`config.mk`:
```
export PLATFORM = sky130hd
export DESIGN_NAME = dram_row_sequencer
export DESIGN_NICKNAME = d
export VERILOG_FILES = /design/src/rtl/dram_seq_pkg.sv /design/src/rtl/dram_cell_array.sv /design/src/rtl/dram_refresh_timer.sv /design/src/rtl/dram_row_sequencer.sv
export SDC_FILE = /design/constraint.sdc
export NUM_CORES = 1
export LEC_CHECK = 0
export CORE_MARGIN = 4
export CORE_UTILIZATION = 50
export CTS_CLUSTER_DIAMETER = 60
export DETAILED_ROUTE_END_ITERATION = 8
export HOLD_SLACK_MARGIN = 0.05
export PLACE_DENSITY = 0.76
export SLEW_MARGIN = 30
export SYNTH_ARGS = -nofsm -noshare
export SYNTH_HDL_FRONTEND = slang
export SYNTH_SLANG_ARGS = --single-unit
export TNS_END_PERCENT = 10
```
`constraint.sdc`:
```
create_clock -name clk -period 4.3 [get_ports clk]
set_input_delay 0.43 -clock clk [delete_from_list [all_inputs] [get_ports clk]]
set_output_delay 0.43 -clock clk [all_outputs]
set_load 0.02 [all_outputs]
```
`src/rtl/dram_seq_pkg.sv`:
```
package dram_seq_pkg;
  typedef enum logic [2:0] {
    PH_IDLE,
    PH_OPEN,
    PH_COL,
    PH_BACK,
    PH_CLOSE
  } phase_t;
endpackage

```
`src/rtl/dram_cell_array.sv`:
```
module dram_cell_array #(
  parameter int ROW_W    = 3,
  parameter int LINE_W   = 32
) (
  input  logic              clk,
  input  logic              open_en,
  input  logic              back_en,
  input  logic [ROW_W-1:0]  row,
  input  logic [LINE_W-1:0] line_in,
  output logic [LINE_W-1:0] line_out
);
  localparam int NROWS = 1 << ROW_W;

  logic [LINE_W-1:0] cells [NROWS];

  // Sensing a row drains it: the old contents leave, zeros stay behind.
  always_ff @(posedge clk) begin
    if (open_en) begin
      line_out   <= cells[row];
      cells[row] <= '0;
    end else if (back_en) begin
      cells[row] <= line_in;
    end
  end

  // sensing and write-back are never requested together
  a_r4_one_op: assert property (@(posedge clk) !(open_en && back_en));
endmodule

```
`src/rtl/dram_refresh_timer.sv`:
```
module dram_refresh_timer #(
  parameter int ROW_W    = 3,
  parameter int INTERVAL = 250
) (
  input  logic             clk,
  input  logic             rst,
  input  logic             ack,
  output logic             due,
  output logic [ROW_W-1:0] row
);
  localparam int CW = $clog2(INTERVAL + 1);

  logic [CW-1:0] tmr;
  logic          tick;

  assign tick = (tmr == CW'(INTERVAL - 1));

  always_ff @(posedge clk) begin
    if (rst) begin
      tmr <= '0;
      due <= 1'b0;
      row <= '0;
    end else begin
      tmr <= tick ? '0 : tmr + 1'b1;
      if (tick)     due <= 1'b1;
      else if (ack) due <= 1'b0;
      if (ack)      row <= row + 1'b1;
    end
  end

  // a tick never lands on a refresh that is still waiting
  a_r8_no_lost_tick: assert property (@(posedge clk) disable iff (rst) tick |-> !due);
endmodule

```
`src/rtl/dram_row_sequencer.sv`:
```
module dram_row_sequencer
  import dram_seq_pkg::*;
#(
  parameter int ROW_W      = 3,
  parameter int COL_W      = 2,
  parameter int DATA_W     = 8,
  parameter int T_RAS      = 2,
  parameter int T_CAS      = 1,
  parameter int T_RST      = 2,
  parameter int T_PRE      = 1,
  parameter int REF_CYCLES = 2000
) (
  input  logic                   clk,
  input  logic                   rst,
  input  logic                   req_valid,
  output logic                   req_ready,
  input  logic [ROW_W+COL_W-1:0] req_addr,
  input  logic                   req_we,
  input  logic [DATA_W-1:0]      req_wdata,
  output logic [DATA_W-1:0]      rd_data,
  output logic                   rd_valid,
  output logic                   dram_ras,
  output logic                   dram_cas,
  output logic                   dram_we,
  output logic [ROW_W-1:0]       dram_row,
  output logic [COL_W-1:0]       dram_col,
  output logic                   refresh_o
);
  localparam int ADDR_W  = ROW_W + COL_W;
  localparam int NCOLS   = 1 << COL_W;
  localparam int LINE_W  = NCOLS * DATA_W;
  localparam int ROWS    = 1 << ROW_W;
  localparam int REF_INT = REF_CYCLES / ROWS;
  localparam int T_MAX1  = (T_RAS > T_CAS) ? T_RAS : T_CAS;
  localparam int T_MAX2  = (T_RST > T_PRE) ? T_RST : T_PRE;
  localparam int T_MAX   = (T_MAX1 > T_MAX2) ? T_MAX1 : T_MAX2;
  localparam int PC_W    = $clog2(T_MAX + 1);

  phase_t            phase;
  logic [PC_W-1:0]   pcnt;
  logic [PC_W-1:0]   plen;
  logic              last;
  logic              is_ref, is_wr;
  logic [ROW_W-1:0]  row_q;
  logic [COL_W-1:0]  col_q;
  logic [DATA_W-1:0] wdata_q;
  logic [LINE_W-1:0] rbuf;
  logic [LINE_W-1:0] arr_q;
  logic              ref_due, ref_ack;
  logic [ROW_W-1:0]  ref_row;
  logic              accept;

  dram_refresh_timer #(.ROW_W(ROW_W), .INTERVAL(REF_INT)) u_timer (
    .clk (clk), .rst (rst), .ack (ref_ack), .due (ref_due), .row (ref_row)
  );

  dram_cell_array #(.ROW_W(ROW_W), .LINE_W(LINE_W)) u_array (
    .clk      (clk),
    .open_en  (phase == PH_OPEN && pcnt == '0),
    .back_en  (phase == PH_BACK && pcnt == '0),
    .row      (row_q),
    .line_in  (rbuf),
    .line_out (arr_q)
  );

  always_comb begin
    case (phase)
      PH_OPEN:  plen = PC_W'(T_RAS);
      PH_COL:   plen = PC_W'(T_CAS);
      PH_BACK:  plen = PC_W'(T_RST);
      PH_CLOSE: plen = PC_W'(T_PRE);
      default:  plen = PC_W'(1);
    endcase
  end

  assign last      = (pcnt == plen - 1'b1);
  assign req_ready = (phase == PH_IDLE) && !ref_due;
  assign ref_ack   = (phase == PH_IDLE) && ref_due;
  assign accept    = req_valid && req_ready;

  always_ff @(posedge clk) begin
    if (rst) begin
      phase    <= PH_IDLE;
      pcnt     <= '0;
      is_ref   <= 1'b0;
      is_wr    <= 1'b0;
      row_q    <= '0;
      col_q    <= '0;
      wdata_q  <= '0;
      rd_data  <= '0;
      rd_valid <= 1'b0;
    end else begin
      case (phase)
        PH_IDLE: begin
          pcnt <= '0;
          if (ref_ack) begin
            phase  <= PH_OPEN;
            is_ref <= 1'b1;
            is_wr  <= 1'b0;
            row_q  <= ref_row;
          end else if (accept) begin
            phase    <= PH_OPEN;
            is_ref   <= 1'b0;
            is_wr    <= req_we;
            row_q    <= req_addr[ADDR_W-1 -: ROW_W];
            col_q    <= req_addr[COL_W-1:0];
            wdata_q  <= req_wdata;
            rd_valid <= 1'b0;
          end
        end
        default: begin
          if (last) begin
            pcnt <= '0;
            case (phase)
              PH_OPEN:  phase <= is_ref ? PH_BACK : PH_COL;
              PH_COL:   phase <= PH_BACK;
              PH_BACK:  phase <= PH_CLOSE;
              default:  phase <= PH_IDLE;
            endcase
          end else begin
            pcnt <= pcnt + 1'b1;
          end
          if (phase == PH_COL && pcnt == '0 && !is_wr) begin
            rd_data  <= rbuf[int'(col_q)*DATA_W +: DATA_W];
            rd_valid <= 1'b1;
          end
        end
      endcase
    end
  end

  // Row buffer: filled at the end of row open, patched by a write column phase.
  always_ff @(posedge clk) begin
    if (phase == PH_OPEN && last)
      rbuf <= arr_q;
    else if (phase == PH_COL && pcnt == '0 && is_wr)
      rbuf[int'(col_q)*DATA_W +: DATA_W] <= wdata_q;
  end

  assign dram_ras  = (phase == PH_OPEN) || (phase == PH_COL) || (phase == PH_BACK);
  assign dram_cas  = (phase == PH_COL);
  assign dram_we   = (phase == PH_COL) && is_wr;
  assign dram_row  = row_q;
  assign dram_col  = col_q;
  assign refresh_o = is_ref && (phase != PH_IDLE);

  initial begin
    if (T_RAS < 2 || T_CAS < 1 || T_RST < 1 || T_PRE < 1)
      $error("phase lengths out of range");
  end

  // column strobe only inside an open row
  a_r2_cas_in_ras: assert property (@(posedge clk) disable iff (rst) dram_cas |-> dram_ras);
  // a row only closes out of the write-back phase
  a_r4_back_before_close: assert property (@(posedge clk) disable iff (rst)
    $fell(dram_ras) |-> $past(phase == PH_BACK));
  // accepting a request drops ready
  a_r5_busy_after_accept: assert property (@(posedge clk) disable iff (rst)
    accept |=> !req_ready);
  // read result held until the next acceptance
  a_r6_hold_result: assert property (@(posedge clk) disable iff (rst)
    (rd_valid && !accept) |=> (rd_valid && $stable(rd_data)));
  // refresh never selects a column and never offers ready
  a_r9_refresh_no_col: assert property (@(posedge clk) disable iff (rst)
    refresh_o |-> (!dram_cas && !req_ready));
endmodule

```
==> impl_metrics.json, run 1 <==
{
  "final-hold-violation-count": 0,
  "mappedNetlistArea_sq_mm": 0.01438,
  "post_cts_setup_repair_bufs": 0,
  "synthDominantAreaCellType": "sky130_fd_sc_hd__edfxtp_1",
  "drc_errors": 0,
  "wl_per_cell_microns": 22.96,
  "synth_cell_types": 52,
  "post_synth.cell_area_avg_sq_um": 15.66,
  "final_period_minus_worst_setup_slack_ps": 2911,
  "critPathCaptureType": "flip-flop",
  "clockBufferDepth": 3,
  "critPathLaunch": "dram_col[0]",
  "via_count": 8230,
  "grt_pass1_vias": 8015,
  "worst-path-stages": 5,
  "outcome": "finished, final reports clean",
  "row_count": 61,
  "finalNetCount": 980,
  "worst-r2r-setup-slack_ps": 1390,
  "hold_buffers": 0,
  "yosysSeqAreaShare": 0.7256,
  "power.static_leakage_uw": 0.005229,
  "maxCapViolations": 0,
  "cts_root_buffer": "sky130_fd_sc_hd__clkbuf_16",
  "hold_path_class": "in2reg",
  "layout-drive-gt1-share": 0.1520,
  "ys_warn_count": 0,
  "synth-seq-cells": 361,
  "synth-edff-count": 320,
  "worstPathMaxFanout": 15,
  "ir_worst_vdd_mv": 0.2412,
  "die_area_sq_mm": 0.03153,
  "slew-limit-headroom": 0.3370,
  "setup_ws_ps": 1389,
  "cells_after_synthesis": 918,
  "critical-path-top-delay-family": "simple AND/OR/NAND/NOR gates",
  "cts_tree": "done",
  "hpwlAfterDp_microns": 19840,
  "criticalPathCategory": "reg2reg",
  "ctsResizeCount": 0,
  "grt_first_pass_wirelength_microns": 47930,
  "drt-pass1-iter-count": 5,
  "clkLatencyLatePin_ps": 530,
  "routed_wirelength_microns": 31170,
  "setup.worst_path.start_class": "flip-flop",
  "io_buffers": 35,
  "placeableCoreArea_sq_mm": 0.02809,
  "final.hold.worst_slack_ps": 345.8,
  "crit_path_cell_trace": "inv_1 -> ha_1 -> nor4b_2 -> nand2_1 -> o21ai_0",
  "critical_path.n_buffers_inverters": 1,
  "worstReg2RegEnd": "rbuf[29]",
  "avgViaCountPerCell": 6.060,
  "antenna_violations_before_repair": 0,
  "async_flop_share": 0,
  "ioPinCount": 36,
  "cts_buffer_count": 36,
  "netlist.area_leader.share": 0.6685,
  "dr.first_iter.drc_count": 891,
  "n_antenna_cell": 0,
  "worst-endpoint-required_ps": 4650,
  "power_density_mw_per_mm2": 485.7,
  "global_route.usage.total": 0.1985,
  "fmax_ghz": 0.3435,
  "grt_start_max_net_pins": 63,
  "final-max-slew-violation-count": 0,
  "globalRouteOverflowTotal": 0,
  "place_congestion": 0.8801,
  "cts.reportedPaths.clkPinSlew_ps": 60,
  "skew_final_ps": 20.05,
  "die_height_microns": 177.6,
  "antenna_violating_nets_post_route": 0,
  "fin_cells": 1358,
  "worst_pin_slew_ps": 991.9,
  "finalCritPeriodShare": 0.6771,
  "placed_cells": 1294,
  "critical_path.endpoint": "rbuf[29]",
  "setup_tns_ps": 0,
  "initial_utilization": 0.5118,
  "r2r.worst_path.cells": 5,
  "preCtsSetupSlack_ps": 1297,
  "crit_path_max_incr_delay_ps": 840,
  "synthTopCellsByArea": "sky130_fd_sc_hd__edfxtp_1, sky130_fd_sc_hd__dfxtp_1, sky130_fd_sc_hd__mux4_2",
  "setup_viol_count_final": 0,
  "syn2layout_area_growth_pct": 14.40,
  "cts.sinks": 361,
  "worst_path_max_delay_cell": "sky130_fd_sc_hd__nor4b_2",
  "worst-endpoint-arrival_ps": 3260,
  "postSynthNetCount": 944,
  "yosys_most_used_dff": "sky130_fd_sc_hd__edfxtp_1",
  "reg2reg_from": "dram_col[0]",
  "unrepaired_setup_endpoints_after_global_routing": "false",
  "die-width_microns": 177.6,
  "ctsHtreeMaxLevel": 2
}
-- through the flow --
stage | util | total power (uW) | area [sq um]
CTS | 0.5853 | 8013 | 16440
detailed placement | 0.5428 | 4875 | 15240
floorplan | - | 4620 | 14380
finish | 0.5855 | 7988 | 16440
global placement | 0.5377 | 4847 | 15100
global route | 0.5855 | 8238 | 16440
-- registers in the layout (all words and copies together), names as in the netlist, 2 cells and up --
| signal | cells |
|---|---|
| pcnt | 2 |
| u_timer.tmr | 8 |
| u_timer.row | 3 |
| dram_row | 3 |
| dram_col | 2 |
| rd_data | 8 |
| rbuf | 32 |
| wdata_q | 8 |
| u_array.line_out | 32 |
| u_array.cells | 256 |
| phase | 3 |
-- kinds of logic (layout without fill, tap and decap cells) --
group	count (synthesis)	after routing	share of synthesized area
AO/OA/AOI/OAI	164	164	0.07808
buffers and inverters	70	132	0.02341
AND/OR/NAND/NOR	224	224	0.07651
flip-flops	361	361	0.7256
XOR/XNOR	5	5	0.003047
multiplexers	85	85	0.08556
adder cells (fa/ha/maj)	9	9	0.007834
-- layer usage --
metal  GRT usage  wire length (microns)  up-vias
met5           0                      0        -
li1            -                      -     3651
met2      0.3116                  14870      413
met1      0.2888                  12970     4111
met3     0.04026                   2727       55
met4     0.04866                    602        0
-- how the worst min path moves through the flow --
stage	startpoint	to	slack [ps]	depth (start not counted)
6_report	rst	rd_data[2]	350	2
5_1_grt	rst	is_wr	380	2
4_1_cts	req_wdata[0]	wdata_q[0]	450	3
3_5_place_dp	u_timer.tmr[7]	u_timer.tmr[7]	450	2
3_3_place_gp	u_timer.tmr[0]	u_timer.tmr[0]	450	1
2_1_floorplan	u_timer.tmr[0]	u_timer.tmr[0]	430	1
-- final cells by class --
type | count | area [sq um]
sequential | 361 | 10430
tap | 378 | 473.0
fill | 2086 | 11640
clock inverter | 18 | 225.2
timing repair buffer | 60 | 623.1
clock buffer | 46 | 969.7
inverter | 8 | 30.03
multi-input combinational | 487 | 3690
-- power by group --
part | internal (uW) | total, uW | switching, uW
clock network | 1900 | 3180 | 1280
logic | 285 | 729 | 445
registers | 3990 | 4080 | 91.1
total | 6170 | 7990 | 1810
-- cells in the mapped netlist, types with 3 or more instances --
library cell	n
sky130_fd_sc_hd__o221ai_1	5
sky130_fd_sc_hd__a21o_1	7
sky130_fd_sc_hd__a22o_1	3
sky130_fd_sc_hd__o21ai_0	47
sky130_fd_sc_hd__and2_1	6
sky130_fd_sc_hd__o22ai_1	6
sky130_fd_sc_hd__nor2b_1	6
sky130_fd_sc_hd__a21oi_1	24
sky130_fd_sc_hd__and3_1	34
sky130_fd_sc_hd__inv_1	8
sky130_fd_sc_hd__buf_6	3
sky130_fd_sc_hd__nor2_1	41
sky130_fd_sc_hd__dfxtp_1	41
sky130_fd_sc_hd__clkbuf_1	29
sky130_fd_sc_hd__a22oi_1	13
sky130_fd_sc_hd__buf_2	17
sky130_fd_sc_hd__nand3b_1	3
sky130_fd_sc_hd__mux4_2	28
sky130_fd_sc_hd__nand3_1	5
sky130_fd_sc_hd__o22a_1	5
sky130_fd_sc_hd__ha_1	9
sky130_fd_sc_hd__a221oi_1	40
sky130_fd_sc_hd__edfxtp_1	320
sky130_fd_sc_hd__buf_4	8
sky130_fd_sc_hd__nand2b_1	5
sky130_fd_sc_hd__o21bai_1	4
sky130_fd_sc_hd__buf_1	5
sky130_fd_sc_hd__xnor2_1	3
sky130_fd_sc_hd__nand2_1	100
sky130_fd_sc_hd__nor3_1	6
sky130_fd_sc_hd__mux2_2	23
sky130_fd_sc_hd__a221o_1	3
sky130_fd_sc_hd__mux2i_1	34
-- layout by cell type (no fill, tap or decap), drive strengths merged, types with 3 or more instances in the layout --
cell           Yosys  routed
a22o               3       3
nand2            100     100
and3              34      34
mux2i             34      34
nor2              43      43
mux2              23      23
o221ai             5       5
dfxtp             41      41
a221o              3       3
clkbuf            29      46
a22oi             13      13
clkinv             0       9
o21bai             4       4
mux4              28      28
bufinv             0       5
inv                8      10
a21oi             24      24
nand3b             3       3
clkdlybuf4s50      0      34
edfxtp           320     320
a221oi            40      40
o22a               5       5
a21o               7       7
ha                 9       9
nor3               6       6
nand3              5       5
o21ai             47      47
buf               33      26
nand2b             5       5
nor4b              4       4
and2               7       7
nor2b              6       6
xnor2              3       3
o22ai              6       6
No activity file was read; power rests on OpenSTA's default activity.
==> inputs of run 2 (changes only) <==
Clock period 4.3 ns to 2.4 ns, I/O delays scaled along.
==> run 2 against run 1 <==
Hold slack worse by 62 ps. Combinational power is 84% higher. Critical path type is now reg2out. Total power is 77% higher. First-iteration DRC count is 11% higher. Cell count is 1.7% higher. Final area is 0.84% higher. Global-route usage is 0.50 points higher. Wire length is 2.3% higher. Flip-flop and latch count stayed put. Critical path depth is 2 lower.
==> impl_metrics.json, run 2 (synthesis gave the netlist of run 1 again) <==
{
  "avgViaCountPerCell": 6.058,
  "setup.worst_path.start_class": "flip-flop",
  "worst_path_max_delay_cell": "sky130_fd_sc_hd__clkdlybuf4s50_1",
  "worst-endpoint-required_ps": 2160,
  "hold_path_class": "in2reg",
  "reg2reg_from": "pcnt[0]",
  "mostFrequentLayoutCells": "sky130_fd_sc_hd__edfxtp_1, sky130_fd_sc_hd__nand2_1, sky130_fd_sc_hd__o21ai_0",
  "worstReg2RegEnd": "u_array.cells[0][17]",
  "criticalPathCategory": "reg2out",
  "critical-path-top-delay-family": "buffers and inverters",
  "hold_buffers": 0,
  "via_count": 8366,
  "cts.sinks": 361,
  "power.static_leakage_uw": 0.005320,
  "final-hold-violation-count": 0,
  "r2r.worst_path.cells": 6,
  "drc_errors": 0,
  "hpwlAfterDp_microns": 19730,
  "mostFrequentLayoutCell": "sky130_fd_sc_hd__edfxtp_1",
  "critical_path.n_buffers_inverters": 1,
  "placeableCoreArea_sq_mm": 0.02809,
  "cts_tree": "done",
  "cts_root_buffer": "sky130_fd_sc_hd__clkbuf_16",
  "clkLatencyLatePin_ps": 520,
  "slew-limit-headroom": 0.5621,
  "grt_start_max_net_pins": 49,
  "largest_register": "u_array.cells",
  "n_antenna_cell": 0,
  "worstPathMaxFanout": 8,
  "hp-start": "req_wdata[6]",
  "place_congestion": 0.8762,
  "grtUsageMet3": 0.03835,
  "drt-pass1-iter-count": 6,
  "largest_register_ffs": 256,
  "setup_viol_count_final": 0,
  "initial_utilization": 0.5118,
  "final.hold.worst_slack_ps": 283.6,
  "power.total_uw": 14110,
  "unrepaired_setup_endpoints_after_global_routing": "false",
  "row_count": 61,
  "routed_wirelength_microns": 31890,
  "antenna_violations_before_repair": 0,
  "layout-drive-gt1-share": 0.1645,
  "grt-busiest-layer": "met2",
  "cts_buffer_count": 36,
  "skew_final_ps": 20.88,
  "ir_worst_vdd_mv": 0.4282,
  "power_density_mw_per_mm2": 851.0,
  "crit_path_max_incr_delay_ps": 610,
  "worst_hold_path.endpoint": "wdata_q[6]",
  "globalRouteMet1Util": 0.2905,
  "die_area_sq_mm": 0.03153,
  "die_height_microns": 177.6,
  "worst-endpoint-arrival_ps": 2020,
  "final-max-slew-violation-count": 0,
  "global_route.usage.met2": 0.3251,
  "fmax_ghz": 0.4420,
  "final_period_minus_worst_setup_slack_ps": 2262,
  "die-width_microns": 177.6,
  "critPathCaptureType": "primary output",
  "global_route.usage.total": 0.2034,
  "crit_path_cell_trace": "nor3b_2 -> and2_1 -> clkdlybuf4s50_1",
  "outcome": "finished, final reports clean",
  "globalRouteOverflowTotal": 0,
  "worst_pin_slew_ps": 654.5,
  "antenna_violating_nets_post_route": 0,
  "finalCritPeriodShare": 0.9427,
  "io_buffers": 35,
  "worst-r2r-setup-slack_ps": 280,
  "num-fill-cells": 2073,
  "grt_first_pass_wirelength_microns": 48550,
  "cts.reportedPaths.clkPinSlew_ps": 60,
  "syn2layout_area_growth_pct": 15.36,
  "preCtsSetupSlack_ps": 267.6,
  "setup_ws_ps": 137.5,
  "ctsHtreeMaxLevel": 2,
  "finalNetCount": 1002,
  "clockBufferDepth": 3,
  "dr.first_iter.drc_count": 986,
  "grt_pass1_vias": 8133,
  "ioPinCount": 36,
  "wl_per_cell_microns": 23.09,
  "worstHoldPathCells": 3,
  "reg.largest.list": "u_array.cells: 256 flops, rbuf: 32 flops, u_array.line_out: 32 flops",
  "maxCapViolations": 0
}
==> run 2: area by class of cell <==
type / instances / area [sq um] / area share
clock inverter: 17 / 166.4 / 0.01003
clock buffer: 48 / 967.2 / 0.05832
timing repair buffer: 82 / 813.3 / 0.04904
inverter: 8 / 30.03 / 0.001811
tap: 378 / 473.0 / 0.02852
sequential: 361 / 10440 / 0.6293
multi-input combinational: 487 / 3697 / 0.2230
==> run 2: routing by layer <==
metal  vias up  wire [microns]
met5         -               0
met4         0             743
met3        59            2915
met2       434           15100
met1      4180           13130
li1       3693               -
==> run 2: worst register-to-register path, stage by stage (launching register included) <==
cell and delay, ps:
sky130_fd_sc_hd__dfxtp_1 360, sky130_fd_sc_hd__inv_1 100, sky130_fd_sc_hd__ha_1 190, sky130_fd_sc_hd__and3b_1 300
sky130_fd_sc_hd__nand2b_1 280, sky130_fd_sc_hd__nor3_4 200, sky130_fd_sc_hd__buf_4 340
==> run 2: what timing repair did <==
action / in CTS / in global routing
resized for setup: 3 / 1
setup buffers: 0 / 0
setup endpoints to repair: 3 / 1
==> run 2: worst max-delay path by stage <==
stage,startpoint,to,slack [ps],depth (start not counted)
3_5_place_dp,dram_row[2],u_array.line_out[20],270,3
2_1_floorplan,dram_row[1],u_array.cells[2][0],-620,5
5_1_grt,phase[0],dram_we,50,3
6_report,phase[0],dram_we,140,3
3_3_place_gp,dram_row[2],u_array.line_out[11],330,3
4_1_cts,dram_row[2],dram_row[2],10,1
==> run 2: power by group <==
part	internal, uW	total (uW)	switching (uW)
Combinational	558	1340	782
Clock	3170	5430	2260
Sequential	7150	7350	198
==> run 2: per-stage QoR <==
step	util	instances	setup TNS, ps	instance area, sq um
after floorplan	-	918	-98510	14420
after global placement	0.5499	1316	0	15440
after detailed placement	0.5499	1316	0	15440
after CTS	0.5903	1381	0	16580
after global routing	0.5904	1381	0	16580
final	0.5904	1381	0	16580
==> inputs of run 3 (changes only) <==
Settings changed: CORE_ASPECT_RATIO set to 1.75, SYNTH_HIERARCHICAL set to 1.
==> run 3 against run 2 <==
Die area grew 1.8%. Non-clock buffer count down 1. Count of clock-buffer cells in the layout down 13. Global-route usage shrank 1.3 points. Total power is 0.89% lower. Core utilization decreased by 0.36 points. Final area rose by 1.7%. Critical path type unchanged. Largest power group unchanged.
==> impl_metrics.json, run 3 <==
{
  "worst-endpoint-required_ps": 2160,
  "regArea_sq_mm": 0.01044,
  "netlist.area_leader.share": 0.6583,
  "cts_buffer_count": 31,
  "finalNetCount": 927,
  "cts.reportedPaths.clkPinSlew_ps": 70,
  "mappedNetlistArea_sq_mm": 0.01460,
  "wl_per_cell_microns": 22.88,
  "criticalPathCategory": "reg2out",
  "unrepaired_setup_endpoints_after_global_routing": "false",
  "finalCritPeriodShare": 0.9469,
  "place_congestion": 0.8222,
  "die_height_microns": 234.0,
  "outcome": "finished, final reports clean",
  "crit_path_max_incr_delay_ps": 440,
  "io_buffers": 35,
  "async_flop_share": 0,
  "worst-endpoint-arrival_ps": 2030,
  "preCtsSetupSlack_ps": 332.2,
  "largest_register_ffs": 256,
  "routed_wirelength_microns": 29810,
  "worst_path_max_delay_cell": "sky130_fd_sc_hd__or3_4",
  "clkLatencyLatePin_ps": 570,
  "largest_register": "u_array/cells",
  "cells_after_synthesis": 831,
  "slew-limit-headroom": 0.5738,
  "grt_pass1_vias": 7766,
  "final-max-slew-violation-count": 0,
  "synthTopCellsByArea": "sky130_fd_sc_hd__edfxtp_1, sky130_fd_sc_hd__mux4_1, sky130_fd_sc_hd__dfxtp_1",
  "maxCapViolations": 0,
  "critPathCaptureType": "primary output",
  "ioPinCount": 36,
  "syn2layout_area_growth_pct": 15.49,
  "skew_final_ps": 13.70,
  "power_density_mw_per_mm2": 829.8,
  "final_period_minus_worst_setup_slack_ps": 2273,
  "synthDominantAreaCellType": "sky130_fd_sc_hd__edfxtp_1",
  "dr.first_iter.drc_count": 456,
  "avgViaCountPerCell": 5.772,
  "ir_worst_vdd_mv": 0.5309,
  "die-width_microns": 137.2,
  "hold_path_class": "in2reg",
  "synth_cell_types": 51,
  "design_area_sq_mm": 0.01686,
  "global_route.usage.total": 0.1905,
  "worstPathMaxFanout": 9,
  "final.hold.worst_slack_ps": 285.2,
  "n_antenna_cell": 0,
  "final-hold-violation-count": 0,
  "yosys_most_used_dff": "sky130_fd_sc_hd__edfxtp_1",
  "setup_ws_ps": 127.3,
  "antenna_violations_before_repair": 0,
  "cts.sinks": 361,
  "grt_start_max_net_pins": 46,
  "num-fill-cells": 2062,
  "ctsHtreeMaxLevel": 1,
  "clockBufferDepth": 3,
  "mostFrequentLayoutCells": "sky130_fd_sc_hd__edfxtp_1, sky130_fd_sc_hd__nand2_1, sky130_fd_sc_hd__nor2_1",
  "via_count": 7521,
  "crit_path_cell_trace": "buf_4 -> or3_4 -> and2_1 -> dlygate4sd2_1",
  "critical-path-top-delay-family": "simple AND/OR/NAND/NOR gates",
  "yosysSeqAreaShare": 0.7146,
  "highest_layer": "met4",
  "cts_tree": "done",
  "route.met2.wl_microns": 15930,
  "synth-seq-cells": 361,
  "setup.worst_path.start_class": "flip-flop",
  "die_area_sq_mm": 0.03210,
  "globalRouteOverflowTotal": 0,
  "hpwlAfterDp_microns": 19210,
  "post_dp_cell_area_sq_mm": 0.01582,
  "multi_input_comb_area_sq_mm": 0.003984,
  "postSynthNetCount": 857,
  "most_numerous_cell_in_the_yosys_netlist": "sky130_fd_sc_hd__edfxtp_1",
  "most_frequent_cells_after_synthesis": "sky130_fd_sc_hd__edfxtp_1, sky130_fd_sc_hd__nand2_1, sky130_fd_sc_hd__nor2_1",
  "row_count": 82,
  "worst_pin_slew_ps": 637.3,
  "initial_utilization": 0.5081,
  "reg.largest.list": "u_array/cells: 256 flops, rbuf: 32 flops, u_array/line_out: 32 flops",
  "grt_first_pass_wirelength_microns": 45500,
  "post_synth.cell_area_avg_sq_um": 17.56,
  "setup_tns_ps": 0,
  "routed-wl-met3_microns": 1990,
  "critical_path.n_buffers_inverters": 2,
  "drt-pass1-iter-count": 5,
  "power.static_leakage_uw": 0.005399,
  "setup_viol_count_final": 0,
  "placeableCoreArea_sq_mm": 0.02873,
  "layout-drive-gt1-share": 0.2054,
  "routedLengthMet1_microns": 11040,
  "synth-edff-count": 320,
  "antenna_violating_nets_post_route": 0,
  "cts_root_buffer": "sky130_fd_sc_hd__clkbuf_16",
  "mostFrequentLayoutCell": "sky130_fd_sc_hd__edfxtp_1",
  "hold_buffers": 0,
  "fmax_ghz": 0.4400,
  "drc_errors": 0,
  "ys_warn_count": 6
}
run 3: cell count changes after synthesis, moves of 17 or more:
cell | previous run | this run
sky130_fd_sc_hd__and2_1 | 6 | 34
sky130_fd_sc_hd__mux4_1 | 0 | 35
sky130_fd_sc_hd__o21ai_0 | 47 | 27
sky130_fd_sc_hd__and3_1 | 34 | 0
sky130_fd_sc_hd__mux2i_1 | 34 | 17
sky130_fd_sc_hd__a221oi_1 | 40 | 0
run 3: what timing repair did:
action                                  CTS  global route
resized for setup                         2             0
endpoints found under the setup margin    2             0
buffers inserted                          0             0
run 3: cells by family after synthesis:
family / after synthesis / synth area share
AOI/OAI and AO/OA: 72 / 0.02820
and+or+nand+nor: 213 / 0.07260
DFF: 361 / 0.7146
muxes: 119 / 0.1534
adders and majority gates: 9 / 0.007715
xor gates and xnor gates: 5 / 0.003001
buffers and inverters: 52 / 0.02057
run 3: final timing paths:
kind                     start              endpoint  slack (ps)  cells after the start
setup / recovery      phase[0]             refresh_o         130                      4
hold / removal    req_wdata[4]            wdata_q[4]         290                      3
setup reg to reg       pcnt[0]  u_array/cells[0][11]         350                      7
hold reg to reg     rd_data[6]            rd_data[6]         460                      2
run 3: cell type report:
type	count	share of cell area
clock buffers	35	0.04691
clock inverters	22	0.01484
inverters	8	0.002078
multi-input cells	418	0.2363
flip-flops and latches	361	0.6195
well taps	378	0.02806
repair buffers	81	0.05225
run 3: where the power goes:
part	internal [uW]	leakage (uW)	total [uW]	switching, uW
clock network	2910	0.000498	5090	2180
registers	7170	0.00320	7380	206
logic	736	0.00170	1520	780
total	10800	0.00540	14000	3170
run 3: through the flow:
stage          total power (uW)    util  std cells
2_1_floorplan              8499       -        831
3_3_place_gp               9002  0.5507       1246
3_5_place_dp               9042  0.5507       1246
4_1_cts                   14090  0.5868       1303
5_1_grt                   14460  0.5868       1303
6_report                  13990  0.5868       1303
run 3: metal layers:
metal	vias to the layer above	track usage
met5	-	0
met4	0	0.06492
met3	54	0.03134
met2	294	0.3449
met1	3810	0.2292
li1	3363	-
run 3: tightest hold or removal path, cell delays in order:
cell and delay [ps]:
sky130_fd_sc_hd__clkdlybuf4s50_1 400, sky130_fd_sc_hd__mux2i_1 120, sky130_fd_sc_hd__nor2_1 50
